## src/rtl/alu_pkg.sv

```systemverilog
package alu_pkg;
  localparam logic [3:0] OP_SUB = 4'h0;
  localparam logic [3:0] OP_CMP = 4'h1;
  localparam logic [3:0] OP_SBC = 4'h2;
  localparam logic [3:0] OP_AND = 4'h4;
  localparam logic [3:0] OP_BIT = 4'h5;
  localparam logic [3:0] OP_LD  = 4'h6;
  localparam logic [3:0] OP_ST  = 4'h7;
  localparam logic [3:0] OP_EOR = 4'h8;
  localparam logic [3:0] OP_ADC = 4'h9;
  localparam logic [3:0] OP_ORA = 4'hA;
  localparam logic [3:0] OP_ADD = 4'hB;

  localparam logic [1:0] MODE_IMM = 2'b00;

  typedef struct packed {
    logic n;
    logic z;
    logic v;
    logic c;
  } flags_t;

  typedef struct packed {
    logic       unsup;
    logic       illegal;
    logic       sel_b;
    logic       wr_acc;
    logic       is_store;
    logic [3:0] op;
  } dec_t;
endpackage

```

## src/rtl/alu_decode.sv

```systemverilog
module alu_decode
  import alu_pkg::*;
(
  input  logic [7:0] opcode_i,
  output dec_t       dec_o
);
  logic [3:0] nib;
  assign nib = opcode_i[3:0];

  always_comb begin
    dec_o          = '0;
    dec_o.op       = nib;
    dec_o.sel_b    = opcode_i[6];
    dec_o.is_store = (nib == OP_ST);
    unique case (nib)
      OP_SUB, OP_SBC, OP_AND, OP_LD,
      OP_EOR, OP_ADC, OP_ORA, OP_ADD: dec_o.wr_acc = 1'b1;
      OP_CMP, OP_BIT, OP_ST:          dec_o.wr_acc = 1'b0;
      default: begin
        dec_o.wr_acc = 1'b0;
        dec_o.unsup  = 1'b1;
      end
    endcase
    if (!opcode_i[7]) dec_o.unsup = 1'b1;
    dec_o.illegal = !dec_o.unsup && dec_o.is_store && (opcode_i[5:4] == MODE_IMM);
  end
endmodule

```

## src/rtl/alu_core.sv

```systemverilog
module alu_core
  import alu_pkg::*;
#(
  parameter int DW = 8
) (
  input  logic [DW-1:0] acc_a_i,
  input  logic [DW-1:0] acc_b_i,
  input  logic          sel_b_i,
  input  logic [DW-1:0] operand_i,
  input  logic [3:0]    op_i,
  input  flags_t        flags_i,
  output logic [DW-1:0] result_o,
  output flags_t        flags_o
);
  localparam int MSB = DW - 1;

  logic [DW-1:0] a, b;
  logic [DW:0]   wide;
  logic [DW:0]   cin_w;
  logic          arith, is_sub;

  assign a     = sel_b_i ? acc_b_i : acc_a_i;
  assign b     = operand_i;
  assign cin_w = {{DW{1'b0}}, flags_i.c};

  always_comb begin
    wide   = '0;
    arith  = 1'b0;
    is_sub = 1'b0;
    unique case (op_i)
      OP_SUB, OP_CMP: begin wide = {1'b0, a} - {1'b0, b};          arith = 1'b1; is_sub = 1'b1; end
      OP_SBC:         begin wide = {1'b0, a} - {1'b0, b} - cin_w;  arith = 1'b1; is_sub = 1'b1; end
      OP_ADD:         begin wide = {1'b0, a} + {1'b0, b};          arith = 1'b1; end
      OP_ADC:         begin wide = {1'b0, a} + {1'b0, b} + cin_w;  arith = 1'b1; end
      OP_AND, OP_BIT: wide = {1'b0, a & b};
      OP_EOR:         wide = {1'b0, a ^ b};
      OP_ORA:         wide = {1'b0, a | b};
      OP_LD:          wide = {1'b0, b};
      OP_ST:          wide = {1'b0, a};
      default:        wide = '0;
    endcase
  end

  assign result_o = wide[DW-1:0];

  always_comb begin
    flags_o.n = result_o[MSB];
    flags_o.z = (result_o == '0);
    flags_o.c = arith ? wide[DW] : flags_i.c;
    if (!arith)      flags_o.v = 1'b0;
    else if (is_sub) flags_o.v = (a[MSB] != b[MSB]) && (result_o[MSB] != a[MSB]);
    else             flags_o.v = (a[MSB] == b[MSB]) && (result_o[MSB] != a[MSB]);
  end
endmodule

```

## src/rtl/alu_regs.sv

```systemverilog
module alu_regs
  import alu_pkg::*;
#(
  parameter int DW   = 8,
  parameter int NACC = 2
) (
  input  logic                     clk_i,
  input  logic                     rst_ni,
  input  logic [NACC-1:0]          acc_we_i,
  input  logic                     flag_we_i,
  input  logic [DW-1:0]            wdata_i,
  input  flags_t                   flags_i,
  output logic [NACC-1:0][DW-1:0]  acc_o,
  output flags_t                   flags_o
);
  for (genvar g = 0; g < NACC; g++) begin : g_acc
    always_ff @(posedge clk_i or negedge rst_ni) begin
      if (!rst_ni)          acc_o[g] <= '0;
      else if (acc_we_i[g]) acc_o[g] <= wdata_i;
    end
  end

  always_ff @(posedge clk_i or negedge rst_ni) begin
    if (!rst_ni)        flags_o <= '0;
    else if (flag_we_i) flags_o <= flags_i;
  end

  // at most one accumulator written per operation
  a_r1_single_write: assert property (@(posedge clk_i) disable iff (!rst_ni)
    $onehot0(acc_we_i));
endmodule

```

## src/rtl/dual_acc_alu.sv

```systemverilog
module dual_acc_alu
  import alu_pkg::*;
#(
  parameter int DW = 8
) (
  input  logic          clk_i,
  input  logic          rst_ni,
  input  logic          valid_i,
  input  logic [7:0]    opcode_i,
  input  logic [DW-1:0] operand_i,
  output logic [DW-1:0] acc_a_o,
  output logic [DW-1:0] acc_b_o,
  output logic [3:0]    flags_o,
  output logic          store_en_o,
  output logic [DW-1:0] store_data_o,
  output logic          illegal_o,
  output logic          unsupported_o
);
  localparam int NACC = 2;

  dec_t                     dec;
  flags_t                   flags_q, flags_nx;
  logic [DW-1:0]            result;
  logic [NACC-1:0][DW-1:0]  acc_q;
  logic [NACC-1:0]          acc_we;
  logic                     commit;

  alu_decode u_decode (
    .opcode_i (opcode_i),
    .dec_o    (dec)
  );

  alu_core #(.DW(DW)) u_core (
    .acc_a_i   (acc_q[0]),
    .acc_b_i   (acc_q[1]),
    .sel_b_i   (dec.sel_b),
    .operand_i (operand_i),
    .op_i      (dec.op),
    .flags_i   (flags_q),
    .result_o  (result),
    .flags_o   (flags_nx)
  );

  assign commit = valid_i && !dec.unsup && !dec.illegal;
  assign acc_we = {commit && dec.wr_acc && dec.sel_b, commit && dec.wr_acc && !dec.sel_b};

  alu_regs #(.DW(DW), .NACC(NACC)) u_regs (
    .clk_i     (clk_i),
    .rst_ni    (rst_ni),
    .acc_we_i  (acc_we),
    .flag_we_i (commit),
    .wdata_i   (result),
    .flags_i   (flags_nx),
    .acc_o     (acc_q),
    .flags_o   (flags_q)
  );

  assign acc_a_o       = acc_q[0];
  assign acc_b_o       = acc_q[1];
  assign flags_o       = flags_q;
  assign store_en_o    = commit && dec.is_store;
  assign store_data_o  = result;
  assign illegal_o     = valid_i && dec.illegal;
  assign unsupported_o = valid_i && dec.unsup;

  a_r8_illegal_no_change: assert property (@(posedge clk_i) disable iff (!rst_ni)
    illegal_o |=> $stable(acc_a_o) && $stable(acc_b_o) && $stable(flags_o));

  a_r9_unsup_no_change: assert property (@(posedge clk_i) disable iff (!rst_ni)
    unsupported_o |=> $stable(acc_a_o) && $stable(acc_b_o) && $stable(flags_o));

  a_r11_idle_hold: assert property (@(posedge clk_i) disable iff (!rst_ni)
    !valid_i |=> $stable(acc_a_o) && $stable(acc_b_o) && $stable(flags_o));

  a_r4_cmp_no_write: assert property (@(posedge clk_i) disable iff (!rst_ni)
    (valid_i && opcode_i[7] && opcode_i[3:0] == OP_CMP) |=> $stable(acc_a_o) && $stable(acc_b_o));

  a_r5_logic_keeps_c: assert property (@(posedge clk_i) disable iff (!rst_ni)
    (valid_i && opcode_i[7] && (opcode_i[3:0] == OP_AND || opcode_i[3:0] == OP_EOR ||
     opcode_i[3:0] == OP_ORA)) |=> $stable(flags_o[0]) && !flags_o[1]);

  a_r7_store_data: assert property (@(posedge clk_i) disable iff (!rst_ni)
    store_en_o |-> store_data_o == (opcode_i[6] ? acc_b_o : acc_a_o));

  a_r8_no_store_when_illegal: assert property (@(posedge clk_i) disable iff (!rst_ni)
    illegal_o |-> !store_en_o && !unsupported_o);
endmodule

```

## config.mk

```make
export PLATFORM = sky130hd
export DESIGN_NAME = dual_acc_alu
export DESIGN_NICKNAME = d
export VERILOG_FILES = /design/src/rtl/alu_pkg.sv /design/src/rtl/alu_decode.sv /design/src/rtl/alu_core.sv /design/src/rtl/alu_regs.sv /design/src/rtl/dual_acc_alu.sv
export SDC_FILE = /design/constraint.sdc
export NUM_CORES = 1
export LEC_CHECK = 0
export BUFFER_PORTS_ARGS = -buffer_cell sky130_fd_sc_hd__buf_2
export CAP_MARGIN = 20
export CORE_MARGIN = 2
export CORE_UTILIZATION = 35
export DETAILED_ROUTE_END_ITERATION = 7
export PLACE_DENSITY = 0.58
export RECOVER_POWER = 50
export SLEW_MARGIN = 15
export SYNTH_ARGS = -nofsm -noshare
export SYNTH_HDL_FRONTEND = slang
export SYNTH_SLANG_ARGS = --single-unit
```

## constraint.sdc

```tcl
create_clock -name clk_i -period 4.6 [get_ports clk_i]
set_clock_uncertainty 0.1 [all_clocks]
set_input_delay 0.23 -clock clk_i [delete_from_list [all_inputs] [get_ports clk_i]]
set_output_delay 0.23 -clock clk_i [all_outputs]
set_load 0.02 [all_outputs]
```

**Word-level counts from Yosys, hierarchy flattened**

Cells that the tools add are included.

- $add $sub $neg: 4
- Eq/ne operators: 13
- Muxes and demuxes: 9
- Bitwise operators: 3
- Reductions and logical operators: 25

Operators with widths:

| kind | count |
|---|---|
| $pmux 9 s9 | 1 |
| $eq 4x3->1 const B | 4 |
| $eq 4x4->1 const B | 4 |
| $logic_and 1x1->1 | 12 |
| $reduce_or 11->1 | 1 |
| $add 8x8->9 | 1 |
| $add 9x1->9 | 1 |
| $sub 8x8->9 | 1 |
| $sub 9x1->9 | 1 |
| $and 8x8->8 | 1 |
| $logic_not 8->1 | 1 |
| $mux 8 | 1 |
| $or 8x8->8 | 1 |
| $reduce_or 8->1 | 1 |
| $xor 8x8->8 | 1 |
| $mux 1 | 7 |
| $reduce_or 5->1 | 1 |
| $eq 4x1->1 const B | 1 |
| $eq 4x2->1 const B | 1 |
| $logic_not 4->1 | 1 |
| $reduce_or 2->1 | 2 |
| $logic_not 1->1 | 3 |
| $reduce_or 3->1 | 1 |
| $logic_not 2->1 | 1 |
| other kinds (3) | 4 |

- Bits in registers: 20
- Input bits: 19
- Output and inout bits: 31
- Logic and storage cells: 60

**Logic depth before layout (Yosys ltp)**

Gate-level depths: netlist of run 1.

- Depth after elaboration: 11
- Depth in mapped cells: 15
- Depth with buffers taken out: 14

**Modules after synthesis**

A second synthesis of run 1 with hierarchy kept.

- Cells, all modules: 371
- Area total of the unflattened synthesis: 3,141.8 um2

Modules (own cells, without submodules):

| module | instances | cells an instance | area an instance (um2) | seq. area each (um2) |
|---|---|---|---|---|
| alu_core | 1 | 310 | 2,187.1 | 0.0 |
| alu_regs | 1 | 42 | 808.3 | 500.5 |
| alu_decode | 1 | 12 | 90.1 | 0.0 |
| dual_acc_alu | 1 | 7 | 56.3 | 0.0 |

**Least setup slack after synthesis of run 1**

No wires, ideal clock.

- Path type: register to register
- Start point: register u_regs.acc_o[0] (netlist name)
- End point: register u_regs.flags_o[2] (netlist name)
- Setup time: 0.092 ns
- Arrival time: 3.282 ns
- Required time: 4.408 ns
- Slack: 1.126 ns
- Stages on the path, launching flop included: 15
- Clock period less this slack: 3.474 ns
- Cells stage by stage: dfrtp_1 > mux2_4 > inv_1 > ha_1 > inv_1 > fa_1 > inv_1 > ha_1 > xor2_1 > o21ai_1 > a21oi_1 > nand3_1 > or4_1 > or4_1 > o31ai_2

- Cells in the longest elaborated chain, start to end: 5
- Elaborated cells between the ends (all ways): 10
- Those cells by class: 4 x add/sub; 2 x mux; 3 x bitwise; 1 x reduce/logical

RTL lines:

| item | line | source |
|---|---|---|
| start: declaration | alu_regs.sv:13 | `output logic [NACC-1:0][DW-1:0] acc_o,` |
| start signal: indexed assignment | alu_regs.sv:19 | `else if (acc_we_i[g]) acc_o[g] <= wdata_i;` |
| $mux 8 * | alu_core.sv:22 | `assign a = sel_b_i ? acc_b_i : acc_a_i;` |
| $add 8x8->9 or $sub 8x8->9 (tied branches) | n/a |  |
| $add 9x1->9 or $sub 9x1->9 (tied branches) | alu_core.sv:34, alu_core.sv:32 |  |
| $pmux 9 s9 * | alu_core.sv:30 | `unique case (op_i)` |
| via u_core.wide[2] | alu_core.sv:18 | `logic [DW:0] wide;` |
| $logic_not 8->1 * | alu_core.sv:48 | `flags_o.z = (result_o == '0);` |

The timed path passes the listed nets; every way through them passes the cells marked *.
A chain may end at the register's enable or synchronous reset.

**Final worst setup path of run 1**

- Start point: register u_regs.acc_o[11] (netlist name)
- End point: output store_data_o[6]

- Cells in the longest elaborated chain, start to end: 4
- Elaborated cells between the ends (all ways): 6
- Those cells by class: 4 x add/sub; 2 x mux

RTL lines:

| item | line | source |
|---|---|---|
| $mux 8 * | alu_core.sv:22 |  |
| $add 8x8->9 or $sub 8x8->9 (tied branches) | n/a |  |
| $add 9x1->9 or $sub 9x1->9 (tied branches) | alu_core.sv:34, alu_core.sv:32 |  |
| $pmux 9 s9 * | alu_core.sv:30 |  |
| end: declaration | dual_acc_alu.sv:15 | `output logic [DW-1:0] store_data_o,` |

Mark *: on every way between the ends. The rest lies on a longest branch, timed or not.

==> flow_summary.toml, run 1 <==
[sta]
period_share = 0.834
final.min_clock_period_ns = 3.84
timing.hold.ws_ns = 0.320
setup_tns_ns = 0
max_freq_mhz = 261
fin_ws_ns = 0.762
finalMaxSlewViolations = 0
rsz0062_at_grt = "no"
hold_viol = 0
finalSetupViolations = 0
slew_headroom = 0.257
tightestPinTransition_ns = 1.11

[yosys]
synth_warnings = 0
ys_seq_area_frac = 0.173
synth.distinct_cells = 64
synthFlopType = "dfrtp_1"
async_flop_share = 1.00
synth-seq-cells = 20
avgSynthCellArea_sq_um = 8.41
syn_inst = 344
syn_area_sq_mm = 0.00289
synth_nets = 398
synth-edff-count = 0

[layout]
diodes = 0
nNetsFinal = 431
final_common_cell = "buf_2"
syn_to_final_growth_pct = 9.94
final_cell_mix = "34 x buf_2, 33 x ha_1, 28 x inv_1"
post-route-util = 0.391
final_layout_size_suffix_gt1_frac = 0.191
n_fill_cell = 877

[floorplanning]
start_util = 0.356
die_area_sq_mm = 0.00901
ios = 50
die_h_um = 94.9
rows = 33
core-area_sq_mm = 0.00813
die_x_um = 94.9

[route]
drt_pass1_iterations = 4
via_per_inst = 5.46
antenna_left = 0
drtIter0Drc = 131
drc = 0
postRouteWirelength_um = 8620
drt-wirelength-per-cell_um = 17.9
vias = 2626

[clock_tree]
cts_tree = "yes"
cts-root-buf = "clkbuf_8"
clk_pin_slew_ns = 0.07
cts_sinks = 20
clock_latency_ns = 0.26
cts_buffer_depth = 2
h-tree-depth = 1
cts-buffers-inserted = 3

[global_routing]
grt_pass1_wl_um = 13500
grt_pass1_vias = 2615
grt_start_max_net_pins = 21
antenna_found_initial = 0
globalRouteOverflowTotal = 0
grt.total_usage = 0.192

[power]
power_leakage_nw = 1.48
powerDensity_mw_per_mm2 = 564
clockPowerShare = 0.074
internal_power_uw = 841
p_seq_frac = 0.168
p_sw_uw = 953
ir_worst_vdd_v = 0.000225
p_comb_frac = 0.758
netSwitchingFraction = 0.531

[place]
port_buffers = 49
hpwl_um = 6850
place_ws_ns = 0.741
globalplace.congestion = 0.891

[flow_run]
cap_violations = 0

[min_path]
holdPathEnd = "u_regs.flags_o[1]"
holdPathStages = 2
hold_class = "primary input to flip-flop"
worstHoldStart = "opcode_i[2]"

[worst_setup_path]
endpoint_kind = "output pin"
crit_required_ns = 4.27
crit_type = "flip-flop to output pin"
startpoint_type = "flip-flop"
critPathMaxFanout = 6
r2r-end = "u_regs.flags_o[2]"
reg2regPathDepth = 14
worstSetupStartpoint = "u_regs.acc_o[11]"
crit_arrival_ns = 3.51
r2r-start = "u_regs.acc_o[8]"
r2r_slack_ns = 0.91

[status]
status = "finished, final reports clean"
power groups by stage:
stage               registers [mW]  logic [mW]  clock network (mW)
floorplan                    0.382       0.978                   0
global placement             0.304        1.36                   0
detailed placement           0.304        1.36                   0
CTS                          0.300        1.37               0.137
global route                 0.311        1.50               0.142
finish                       0.301        1.36               0.133
critical path: stages, from the launching register on:
cell and delay, ns:
dfrtp_1 0.40, mux2i_1 0.41, ha_1 0.40, nor3b_1 0.35
a2111oi_2 0.11, xnor2_1 0.39, or3b_2 0.52, xor2_1 0.17
o211ai_2 0.26, buf_2 0.22
timing repair:
action | CTS | global route
hold buffers | 1 | 0
resized for setup | 0 | 0
setup buffers | 0 | 0
endpoints found under the hold margin | 20 | 0
layer usage:
layer | track usage | vias up | share of wire
li1 | - | 1304 | -
met2 | 0.335 | 67 | 0.47
met5 | 0 | - | 0
met1 | 0.264 | 1249 | 0.47
met4 | 0.0121 | 0 | 0.0046
met3 | 0.0223 | 6 | 0.057
registers in the layout, indices dropped and copies added (netlist names):
signal	count
u_regs.flags_o	4
u_regs.acc_o	16
synthesized netlist by cell type (all sizes together), types with 3 or more instances:
cell / count / area [sq um]
a2111oi: 4 / 41.3
a211oi: 5 / 42.5
a21o: 3 / 23.8
a21oi: 23 / 115
a221oi: 3 / 26.3
a31oi: 3 / 18.8
and3: 3 / 18.8
buf: 19 / 128
clkbuf: 5 / 18.8
dfrtp: 20 / 500
ha: 33 / 413
inv: 28 / 105
mux2: 18 / 206
mux2i: 8 / 80.1
nand2: 16 / 60.1
nand2b: 3 / 21.3
nand3: 10 / 50.1
nand4b: 4 / 35.0
nor2: 21 / 78.8
nor2b: 11 / 68.8
nor3: 9 / 45.0
nor3b: 8 / 60.1
o2111ai: 3 / 26.3
o211ai: 3 / 27.5
o21ai: 9 / 45.0
o21bai: 4 / 33.8
o22ai: 6 / 37.5
o31ai: 4 / 35.0
or2: 4 / 25.0
xnor2: 15 / 131
xor2: 9 / 86.3
stage by stage:
stage	cell area (sq um)	power (mW)	instances
final	3180	1.79	481
after global routing	3180	1.95	481
after CTS	3200	1.81	480
after detailed placement	3130	1.66	475
after global placement	3130	1.66	475
after floorplan	2890	1.36	344
area by class of cell:
class	count	area [sq um]	share of cell area
inverters	28	105	0.0330
flip-flops and latches	20	500	0.157
clock buffers	4	55.1	0.0173
repair buffers	52	248	0.0779
well taps	105	131	0.0413
multi-input cells	272	2140	0.673
kinds of logic after synthesis:
family,count (synthesis),synth area share
and+or+nand+nor,99,0.187
AOI/OAI and AO/OA,88,0.222
buffers and inverters,52,0.0869
adders and majority gates,35,0.157
muxes,26,0.0990
xor gates and xnor gates,24,0.0752
DFF,20,0.173
how the worst max path moves through the flow:
stage / to / slack, ns / depth (start not counted)
after CTS: store_data_o[6] / 0.72 / 10
after global placement: u_regs.flags_o[2] / 0.80 / 11
final: store_data_o[6] / 0.76 / 9
after global routing: store_data_o[6] / 0.51 / 9
after floorplan: u_regs.flags_o[2] / 1.13 / 14
after detailed placement: u_regs.flags_o[2] / 0.74 / 13
No activity file was read; power rests on OpenSTA's default activity.
==> run 2: changes to the inputs <==
==> constraint.sdc (replaced) <==
create_clock -name clk_i -period 3.7 [get_ports clk_i]
set_clock_uncertainty 0.1 [all_clocks]
set_input_delay 0.185 -clock clk_i [delete_from_list [all_inputs] [get_ports clk_i]]
set_output_delay 0.185 -clock clk_i [all_outputs]
set_load 0.02 [all_outputs]
==> run 2 against run 1 <==
Net effect: worst setup slack lost 0.65 ns; via count up 5.3%; largest cell class unchanged; critical path depth is 4 higher; highest routed layer unchanged; core utilization grew 3.2 points; largest power group unchanged; critical endpoint is now u_regs.flags_o[2].
==> flow_summary.toml, run 2 (synthesized netlist as in run 1, its figures left out) <==
[status]
status = "finished, final reports clean"

[worst_setup_path]
critPathMaxStageDelay_ns = 0.54
path_cells = "mux2_4 -> inv_2 -> ha_2 -> inv_1 -> fa_2 -> inv_2 -> ha_2 -> o22ai_1 -> a21oi_1 -> nand3_2 -> or4_4 -> or4_4 -> o31ai_4"
crit_required_ns = 3.78
reg2regPathDepth = 13
startpoint_type = "flip-flop"
endpoint_kind = "flip-flop"
critPathMaxFanout = 4
crit_arrival_ns = 3.67
crit_type = "flip-flop to flip-flop"
r2r_slack_ns = 0.11
cp_slowest_cell = "fa_2"

[power]
clockPowerShare = 0.068
p_sw_mw = 1.25
power_leakage_nw = 1.61
ir_worst_vdd_v = 0.000250
powerDensity_mw_per_mm2 = 724
p_seq_frac = 0.149
internal_power_mw = 1.24
netSwitchingFraction = 0.503
power_mw = 2.49
p_comb_frac = 0.783

[global_routing]
grt_pass1_wl_um = 13400
antenna_found_initial = 0
grt_start_max_net_pins = 21
grt_pass1_vias = 2584
globalRouteOverflowTotal = 0
grt.total_usage = 0.194

[sta]
finalMaxSlewViolations = 0
finalSetupViolations = 0
hold_viol = 0
tightestPinTransition_ns = 1.09
fin_ws_ns = 0.108
max_freq_mhz = 278
slew_headroom = 0.270
period_share = 0.971
final.min_clock_period_ns = 3.59

[place]
hpwl_um = 6890
port_buffers = 49
globalplace.congestion = 0.893
place_ws_ns = 0.0614

[layout]
regMostFlops = "u_regs.acc_o"
n_fill_cell = 851
reg_top3 = "u_regs.acc_o x16, u_regs.flags_o x4"
final_cell_mix = "35 x buf_2, 30 x ha_1, 26 x inv_1"
final_layout_size_suffix_gt1_frac = 0.281
nNetsFinal = 454
syn_to_final_growth_pct = 18.9
largest_reg_flops = 16
diodes = 0
final_common_cell = "buf_2"

[floorplanning]
ios = 50
die_area_sq_mm = 0.00901
die_h_um = 94.9
rows = 33
start_util = 0.356
die_x_um = 94.9
core-area_sq_mm = 0.00813

[route]
m1WireLength_um = 4240
routed.top_layer = "met4"
via_per_inst = 5.48
antenna_left = 0
wl_met2_um = 4010
drtIter0Drc = 151
drt_pass1_iterations = 4
drc = 0
vias = 2764
drt-wirelength-per-cell_um = 17.3
postRouteWirelength_um = 8710
met3_length_um = 324

[clock_tree]
cts_buffer_depth = 2
clk_pin_slew_ns = 0.07
clock_latency_ns = 0.26
cts_tree = "yes"
cts_sinks = 20
cts-root-buf = "clkbuf_8"
h-tree-depth = 1
cts-buffers-inserted = 3

[min_path]
holdPathStages = 2
hold_class = "primary input to flip-flop"

[flow_run]
cap_violations = 0
==> run 2: cell types whose count changed in the layout (fill, tap and decap cells not counted), sizes merged <==
| cell | previous run | this run |
|---|---|---|
| buf | 35 | 60 |
| clkbuf | 20 | 18 |
==> run 2: metal layers <==
layer	GRT usage	up-vias
met5	0	-
met4	0.0411	0
met3	0.0208	10
met2	0.317	71
met1	0.274	1333
li1	-	1350
==> run 2: area by class of cell <==
cell class,instances,area [sq um],share of cell area
clock buffers,4,55.1,0.0160
well taps,105,131,0.0382
inverters,28,105,0.0305
multi-input cells,272,2220,0.646
flip-flops and latches,20,500,0.145
repair buffers,75,425,0.124
==> run 2: repair_timing <==
| item | CTS | global route |
|---|---|---|
| setup endpoints to repair | 1 | 4 |
| hold endpoints to repair | 20 | 0 |
| pin swaps | 0 | 8 |
| hold buffers | 1 | 0 |
| setup buffers | 0 | 7 |
| gates resized for setup | 1 | 17 |
==> run 2: power groups by stage <==
stage	registers, mW	clock network (mW)	logic (mW)
global placement	0.371	0	1.80
finish	0.372	0.169	1.95
global route	0.384	0.183	2.13
floorplan	0.475	0	1.22
CTS	0.371	0.174	1.83
detailed placement	0.375	0	1.82
==> run 2: final timing paths <==
kind / start / end
setup reg to reg: u_regs.acc_o[0] / u_regs.flags_o[2]
setup / recovery: u_regs.acc_o[0] / u_regs.flags_o[2]
hold reg to reg: u_regs.flags_o[1] / u_regs.flags_o[1]
hold / removal: opcode_i[2] / u_regs.flags_o[1]
min in group asynchronous: rst_ni / u_regs.acc_o[8]
max in group asynchronous: rst_ni / u_regs.flags_o[1]
==> run 2: metrics by stage <==
stage | std cells | cell area, sq um | util | hold slack (ns) | TNS, ns
floorplan | 344 | 2890 | - | -0.211 | 0
CTS | 497 | 3330 | 0.409 | 0.235 | 0
global route | 504 | 3440 | 0.423 | 0.257 | -0.0372
finish | 504 | 3440 | 0.423 | 0.266 | 0
detailed placement | 492 | 3260 | 0.401 | 0.0583 | 0
global placement | 492 | 3260 | 0.401 | 0.0570 | 0
==> run 2: critical path, delay by kind of cell (launching register included) <==
kind | cells | cell delay [ns]
DFF | 1 | 0.39
and+or+nand+nor | 3 | 1.05
adders and majority gates | 3 | 1.03
buffers and inverters | 3 | 0.17
AOI/OAI and AO/OA | 3 | 0.48
muxes | 1 | 0.30
==> run 3: changes to the inputs <==
==> constraint.sdc (replaced) <==
create_clock -name clk_i -period 3.7 [get_ports clk_i]
set_clock_uncertainty 0.1 [all_clocks]
set_input_delay 0.185 -clock clk_i [delete_from_list [all_inputs] [get_ports clk_i]]
set_output_delay 0.185 -clock clk_i [all_outputs]
set_load 0.1 [all_outputs]
==> run 3 against run 2 <==
Net effect: fmax up 0.52%; register-to-register slack better by 0.02 ns; sequential cell count unchanged; clock-buffer cell count unchanged; critical path depth unchanged; global-route usage down 0.62 points; worst setup slack better by 0.019 ns; sequential share of layout area up 0.097 points; die area unchanged; clock power about the same; critical path type unchanged; critical endpoint unchanged.
==> flow_summary.toml, run 3 (synthesized netlist as in run 1, its figures left out) <==
[worst_setup_path]
crit_type = "flip-flop to flip-flop"
reg2regPathDepth = 13
crit_arrival_ns = 3.65
cp_common_cell = "or4_4"
critPathMaxFanout = 4
path_cells = "mux2_4 -> inv_4 -> ha_4 -> inv_1 -> fa_2 -> inv_2 -> ha_2 -> o22ai_1 -> a21oi_1 -> nand3_2 -> or4_4 -> or4_4 -> o31ai_2"
endpoint_kind = "flip-flop"
startpoint_type = "flip-flop"
cp_slowest_cell = "fa_2"
critPathMaxStageDelay_ns = 0.55
crit_required_ns = 3.78

[route]
drt_pass1_iterations = 5
postRouteWirelength_um = 8620
drc = 0
drtIter0Drc = 227
antenna_left = 0
via_per_inst = 5.62
drt-wirelength-per-cell_um = 17.1
vias = 2832

[floorplanning]
start_util = 0.356
die_h_um = 94.9
die_area_sq_mm = 0.00901
rows = 33
ios = 50
die_x_um = 94.9
core-area_sq_mm = 0.00813

[layout]
n_fill_cell = 827
final_common_cell = "ha_1"
regMostFlops = "u_regs.acc_o"
syn_to_final_growth_pct = 21.1
final_area_sq_mm = 0.00350
multi_input_area_sq_mm = 0.00221
fin_cells = 504
final_layout_size_suffix_gt1_frac = 0.303
nNetsFinal = 454
diodes = 0
largest_reg_flops = 16
final_cell_mix = "31 x ha_1, 30 x buf_2, 26 x inv_1"
reg_top3 = "u_regs.acc_o x16, u_regs.flags_o x4"
seq_area_sq_um = 513

[sta]
fin_ws_ns = 0.126
final.min_clock_period_ns = 3.57
finalMaxSlewViolations = 0
max_freq_mhz = 280
finalSetupViolations = 0
hold_viol = 0
timing.hold.ws_ns = 0.256
tightestPinTransition_ns = 1.18
period_share = 0.966
slew_headroom = 0.218

[clock_tree]
cts_sinks = 20
cts_tree = "yes"
clk_pin_slew_ns = 0.08
h-tree-depth = 1
cts_buffer_depth = 2
cts-buffers-inserted = 3
cts-root-buf = "clkbuf_8"
clock_latency_ns = 0.26

[status]
status = "finished, final reports clean"

[power]
netSwitchingFraction = 0.608
p_seq_frac = 0.114
internal_power_mw = 1.30
power_leakage_nw = 1.61
p_sw_mw = 2.02
clockPowerShare = 0.050
powerDensity_mw_per_mm2 = 947
power_mw = 3.32
ir_worst_vdd_v = 0.000429
p_comb_frac = 0.836

[min_path]
holdPathStages = 2
hold_class = "primary input to flip-flop"

[global_routing]
grt_pass1_vias = 2631
grt_pass1_wl_um = 13200
grt.total_usage = 0.188
globalRouteOverflowTotal = 0
antenna_found_initial = 0
grt_start_max_net_pins = 21

[place]
hpwl_um = 6820
place_ws_ns = 0.0497
numPlacedInstances = 492
placed_cell_area_sq_mm = 0.00333
port_buffers = 49
globalplace.congestion = 0.832

[flow_run]
cap_violations = 0
==> run 3: cell count changes in the layout (fill, tap and decap cells not counted), moves of 2 or more <==
cell / before / now
buf_12: 0 / 4
buf_2: 35 / 30
dfrtp_1: 20 / 10
dfrtp_2: 0 / 10
ha_2: 3 / 1
==> run 3: routing by layer <==
metal,share of wire,GRT usage,up-vias
met4,0.0061,0.0145,0
met1,0.47,0.268,1368
met3,0.053,0.0200,4
li1,-,-,1359
met5,0,0,-
met2,0.47,0.316,101
==> run 3: critical path: cells and delay by family (launching register included) <==
family / cells / cell delay [ns]
flip-flops: 1 / 0.42
multiplexers: 1 / 0.30
AND/OR/NAND/NOR: 3 / 1.06
AO/OA/AOI/OAI: 3 / 0.47
buffers and inverters: 3 / 0.18
adder cells (fa/ha/maj): 3 / 0.97
==> run 3: layout make-up <==
class                      count  share of cell area
multi-input combinational    272               0.632
timing repair buffer          75               0.137
sequential                    20               0.146
tap                          105              0.0375
clock buffer                   4              0.0157
inverter                      28              0.0307
==> run 3: power groups by stage <==
stage               Combinational [mW]  Sequential [mW]  Clock, mW
global route                      2.95            0.394      0.177
global placement                  2.66            0.378          0
floorplan                         1.43             1.02          0
detailed placement                2.67            0.381          0
finish                            2.77            0.377      0.166
CTS                               2.69            0.377      0.169
==> run 3: final timing paths <==
| kind | startpoint | to | slack [ns] |
|---|---|---|---|
| worst max-delay path | u_regs.acc_o[8] | u_regs.flags_o[2] | 0.13 |
| worst min-delay path | opcode_i[2] | u_regs.flags_o[1] | 0.26 |
| worst max register to register | u_regs.acc_o[8] | u_regs.flags_o[2] | 0.13 |
| worst min register to register | u_regs.flags_o[1] | u_regs.flags_o[1] | 0.42 |
| max in group asynchronous | rst_ni | u_regs.acc_o[12] | 2.22 |
| min in group asynchronous | rst_ni | u_regs.acc_o[0] | 0.56 |
==> run 3: timing repair <==
| item | 4_1_cts | 5_1_grt |
|---|---|---|
| endpoints found under the hold margin | 20 | 0 |
| gates cloned | 0 | 0 |
| setup buffers | 1 | 5 |
| gates resized for setup | 2 | 17 |
| pin swaps | 1 | 6 |
| hold buffers | 1 | 0 |
| endpoints found under the setup margin | 1 | 5 |
==> run 3: per-stage QoR <==
step                      TNS (ns)  utilization
after floorplan                  0            -
after global placement           0        0.410
after detailed placement         0        0.410
after CTS                        0        0.419
after global routing      -0.00342        0.431
final                            0        0.431
